### config.mk
export PLATFORM = sky130hd
export DESIGN_NAME = qsplit_top
export DESIGN_NICKNAME = d
export VERILOG_FILES = /design/src/rtl/qsplit_pkg.sv /design/src/rtl/qsplit_tally.sv /design/src/rtl/qsplit_ctrl.sv /design/src/rtl/qsplit_top.sv
export SDC_FILE = /design/constraint.sdc
export NUM_CORES = 1
export LEC_CHECK = 0
export BUFFER_PORTS_ARGS = -buffer_cell sky130_fd_sc_hd__buf_2
export CAP_MARGIN = 40
export CORE_MARGIN = 10
export CORE_UTILIZATION = 30
export CTS_BUF_LIST = sky130_fd_sc_hd__clkbuf_8
export CTS_CLUSTER_SIZE = 10
export DETAILED_ROUTE_END_ITERATION = 10
export HOLD_SLACK_MARGIN = 0.02
export SLEW_MARGIN = 40
export SYNTH_ARGS = -nofsm -noshare
export SYNTH_HDL_FRONTEND = slang
export SYNTH_SLANG_ARGS = --single-unit
### constraint.sdc
create_clock -name clk -period 6.49 [get_ports clk]
set_clock_uncertainty 0.1 [all_clocks]
set_input_delay 0.9735 -clock clk [delete_from_list [all_inputs] [get_ports clk]]
set_output_delay 0.9735 -clock clk [all_outputs]
set_load 0.005 [all_outputs]
### src/rtl/qsplit_pkg.sv
package qsplit_pkg;
  typedef struct packed {
    logic take;   // a packet moves this cycle
    logic wipe;   // all tallies return to zero this cycle
  } strobe_t;
endpackage

### src/rtl/qsplit_tally.sv
module qsplit_tally
  import qsplit_pkg::*;
#(
  parameter int N = 3,
  parameter int W = 8
) (
  input  logic           clk,
  input  logic           rst,
  input  strobe_t        strb,
  input  logic [N-1:0]   grant,
  input  logic [W-1:0]   inSize,
  input  logic [N*W-1:0] quota,
  output logic [N-1:0]   closed,
  output logic           closeAll,
  output logic [N*W-1:0] totalsFlat
);
  logic [N-1:0] closedAfter;

  for (genvar i = 0; i < N; i++) begin : g_port
    logic [W-1:0] tally;
    logic [W:0]   rawSum;
    logic [W-1:0] satSum;
    logic [W-1:0] limit;

    assign limit  = quota[i*W +: W];
    assign rawSum = {1'b0, tally} + {1'b0, inSize};
    assign satSum = rawSum[W] ? {W{1'b1}} : rawSum[W-1:0];

    assign closed[i]      = (tally >= limit);
    assign closedAfter[i] = closed[i] | (grant[i] & (satSum >= limit));
    assign totalsFlat[i*W +: W] = tally;

    always_ff @(posedge clk) begin
      if (rst || strb.wipe) tally <= '0;
      else if (strb.take && grant[i]) tally <= satSum;
    end
  end

  // AND of all closed flags, formed as the inverse of the OR of their inverses
  assign closeAll = ~|(~closedAfter);
endmodule

### src/rtl/qsplit_ctrl.sv
module qsplit_ctrl
  import qsplit_pkg::*;
#(
  parameter int N = 3
) (
  input  logic         inValid,
  input  logic [N-1:0] closed,
  input  logic [N-1:0] outReady,
  input  logic         closeAll,
  output logic [N-1:0] grant,
  output logic [N-1:0] outValid,
  output logic         inReady,
  output strobe_t      strb
);
  always_comb begin
    logic found;
    found = 1'b0;
    grant = '0;
    for (int i = 0; i < N; i++) begin
      if (!closed[i] && !found) begin
        grant[i] = 1'b1;
        found    = 1'b1;
      end
    end
  end

  assign outValid  = inValid ? grant : '0;
  assign inReady   = |(grant & outReady);
  assign strb.take = inValid & inReady;
  assign strb.wipe = strb.take & closeAll;
endmodule

### src/rtl/qsplit_top.sv
module qsplit_top
  import qsplit_pkg::*;
#(
  parameter int N = 3,
  parameter int W = 8
) (
  input  logic           clk,
  input  logic           rst,
  input  logic [N*W-1:0] quota,
  input  logic           inValid,
  output logic           inReady,
  input  logic [W-1:0]   inSize,
  output logic [N-1:0]   outValid,
  input  logic [N-1:0]   outReady,
  output logic [W-1:0]   outSize
);
  strobe_t        strb;
  logic [N-1:0]   grant;
  logic [N-1:0]   closed;
  logic           closeAll;
  logic [N*W-1:0] totalsFlat;
  logic           wipePulse;

  assign outSize   = inSize;
  assign wipePulse = strb.wipe;

  qsplit_ctrl #(.N(N)) u_ctrl (
    .inValid (inValid),
    .closed  (closed),
    .outReady(outReady),
    .closeAll(closeAll),
    .grant   (grant),
    .outValid(outValid),
    .inReady (inReady),
    .strb    (strb)
  );

  qsplit_tally #(.N(N), .W(W)) u_tally (
    .clk       (clk),
    .rst       (rst),
    .strb      (strb),
    .grant     (grant),
    .inSize    (inSize),
    .quota     (quota),
    .closed    (closed),
    .closeAll  (closeAll),
    .totalsFlat(totalsFlat)
  );
endmodule

==> impl_metrics.toml <==
[clock_network]
cts_sinks = 24
cts.repair.resized = 0
clk_pin_slew_ns = 0.09
clk_latency_ns = 0.28
tritoncts = "done"
postCtsSetupRepairBufs = 0
holdBufCountCts = 0
numCtsBuffers = 3
cts_max_level = 1
clk_path_buf_depth = 2
root_buffer = "clkbuf_8"

[critical_path]
cp-start-kind = "input port"
worst-path-max-fanout = 24
crit_path_end_kind = "register"
critPathKind = "input port to register"
critical_path_arrival_ns = 5.28
cp_data_required_time_ns = 6.57

[place]
dpl.cell_count = 535
port_buffers = 49
gp_congestion = 0.950
dp_hpwl_um = 6880

[routing]
top_layer_used = "met4"
drc_errors = 0
drt_first_pass_iters = 6
met1Wirelength_um = 3910
drt-total-wl_um = 7930
route.met3.wl_um = 363
drtIter0Drc = 114
ant_nets = 0
vias = 2736
wire_per_inst_um = 14.7
dr_wl_met2_um = 3580
vias_per_cell = 5.08

[final_layout]
nFillCells = 1078
diodes = 0
top_regs = "u_tally.g_port.tally (24)"
syn2layout_area_growth_pct = 11.2
top_register = "u_tally.g_port.tally"
largest_reg_flops = 24
drive_gt1_share_pct = 18.6
layout_common_cells = "ha_1 (72), buf_2 (49), nor2_1 (37)"
final_cells = 539
final_common_cell = "ha_1"
fin_nets = 517

[yosys]
yosys_warnings = 0
avgSynthCellArea_um2 = 8.75
yosys.area_share.simple_pct = 15.9
synthXorXnorAreaFrac_pct = 2.21
synthAdderAreaFrac_pct = 30.3
muxShareOfSynthArea_pct = 4.41
ys.flop_type = "dfxtp_1"
syn_inst = 363
yosys.cell_types.count = 59
synth_nets = 476
ys_seq_area_share_pct = 15.1
netlist_area_um2 = 3180
synth-compound-area-share_pct = 24.5
synth_edf_count = 0
yosys_register_bits = 24
async_flop_share_pct = 0
synth_top_family_by_area = "adder cells"

[floorplan]
io_pins = 50
dieArea_um2 = 15100
core_area_um2 = 10300
initial_core_util_pct = 30.8
die_y_um = 123
rows = 37
die_w_um = 123

[power]
p_leak_nw = 1.77
comb_power_share_pct = 41.2
p_per_area_nw_per_um2 = 128
p_clk_share_pct = 23.6
seqPwrFrac_pct = 35.1
swShare_pct = 35.7
power.internal_w = 0.000290
switchingPower_w = 0.000161
ir_drop_mv = 0.0540

[timing]
rsz0062_at_grt = "no"
tightest_slew_ns = 0.751
fmax_ghz = 0.192
fin_crit_sh_pct = 80.2
hold_viol_final = 0
slew_headroom_pct = 49.5
setup_viol = 0
setup-tns-final_ns = 0
slew_violations = 0
min_period_ns = 5.20

[run_status]
run_status = "complete, no violations"

[global_route]
grt_pass1_vias = 2810
grt-ovfl-total = 0
grt_pass1_wl_um = 13200
antenna_found_initial = 0
grt_use_total_pct = 10.6
grt_max_degree = 25

[hold_path]
hp-class = "register to register"

[flow_run]
cap_violations = 0
[kinds of logic after synthesis]
group,count (synthesis)
adder cells (fa/ha/maj),75
multiplexers,14
flip-flops,24
XOR/XNOR,8
AND/OR/NAND/NOR,96
buffers and inverters,46
AO/OA/AOI/OAI,100
[worst max-delay path, cell delays in order]
cell and delay, ns:
buf_2 0.14, ha_1 0.24, fa_1 0.44, a211oi_1 0.31, o21bai_1 0.11, a21oi_1 0.26, nor2_1 0.09, a211oi_1 0.20
buf_4 0.22, nor2b_1 0.22, ha_1 0.26, nand2b_1 0.14, a211oi_1 0.23, nor3_1 0.11, o311ai_0 0.38, a211oi_1 0.17
o221ai_2 0.24, o21bai_4 0.25, a211oi_1 0.31
[synth_stat cells, types with 5 or more instances]
| master | count | share of area [%] |
|---|---|---|
| nand2_1 | 18 | 2.1 |
| a21o_1 | 11 | 2.6 |
| ha_1 | 72 | 28 |
| mux2i_1 | 14 | 4.4 |
| nor2_1 | 37 | 4.4 |
| nor3_1 | 6 | 0.95 |
| buf_4 | 8 | 1.9 |
| o21ai_0 | 17 | 2.7 |
| inv_1 | 31 | 3.7 |
| nand2b_1 | 10 | 2.0 |
| a211oi_1 | 12 | 2.8 |
| o21a_1 | 6 | 1.4 |
| a21oi_1 | 21 | 3.3 |
| nor2b_1 | 5 | 0.99 |
| dfxtp_1 | 24 | 15 |
[layout make-up]
class	count	area, um2	area share, %
multi-input cells	293	2450	69.5
well taps	136	170	4.82
flip-flops and latches	24	480	13.6
clock buffers	4	55.1	1.56
repair buffers	50	253	7.16
inverters	32	120	3.40
[path summary, 6_finish.rpt]
check	start	to	slack (ns)	depth (start not counted)
max reg2reg	u_tally.g_port[1].tally[0]	u_tally.g_port[1].tally[0]	1.81	18
min reg2reg	u_tally.g_port[0].tally[7]	u_tally.g_port[0].tally[7]	0.40	2
min	u_tally.g_port[0].tally[7]	u_tally.g_port[0].tally[7]	0.40	2
max	inSize[0]	u_tally.g_port[1].tally[0]	1.29	19
[routing by layer]
| metal | track usage, % | vias up |
|---|---|---|
| met1 | 14.0 | 1276 |
| li1 | - | 1409 |
| met4 | 1.84 | 0 |
| met5 | 0 | - |
| met3 | 2.25 | 6 |
| met2 | 17.4 | 45 |
[power groups by stage]
stage / Sequential [W] / Clock (W) / Combinational [W]
after floorplan: 0.000160 / 0 / 0.000137
after global placement: 0.000162 / 0 / 0.000178
after detailed placement: 0.000162 / 0 / 0.000187
after CTS: 0.000159 / 0.000110 / 0.000188
after global routing: 0.000159 / 0.000118 / 0.000213
final: 0.000158 / 0.000106 / 0.000186
[metrics by stage]
stage	utilization (%)	hold WS (ns)	power, W	cell area (um2)	worst slack [ns]
finish	34.2	0.397	0.000451	3530	1.29
global route	34.2	0.439	0.000490	3530	0.917
CTS	34.2	0.399	0.000457	3530	1.27
detailed placement	33.7	0.383	0.000349	3480	1.03
global placement	33.7	0.379	0.000340	3480	1.11
floorplan	-	0.352	0.000297	3180	1.80
Power figures use the tool's default switching activity.
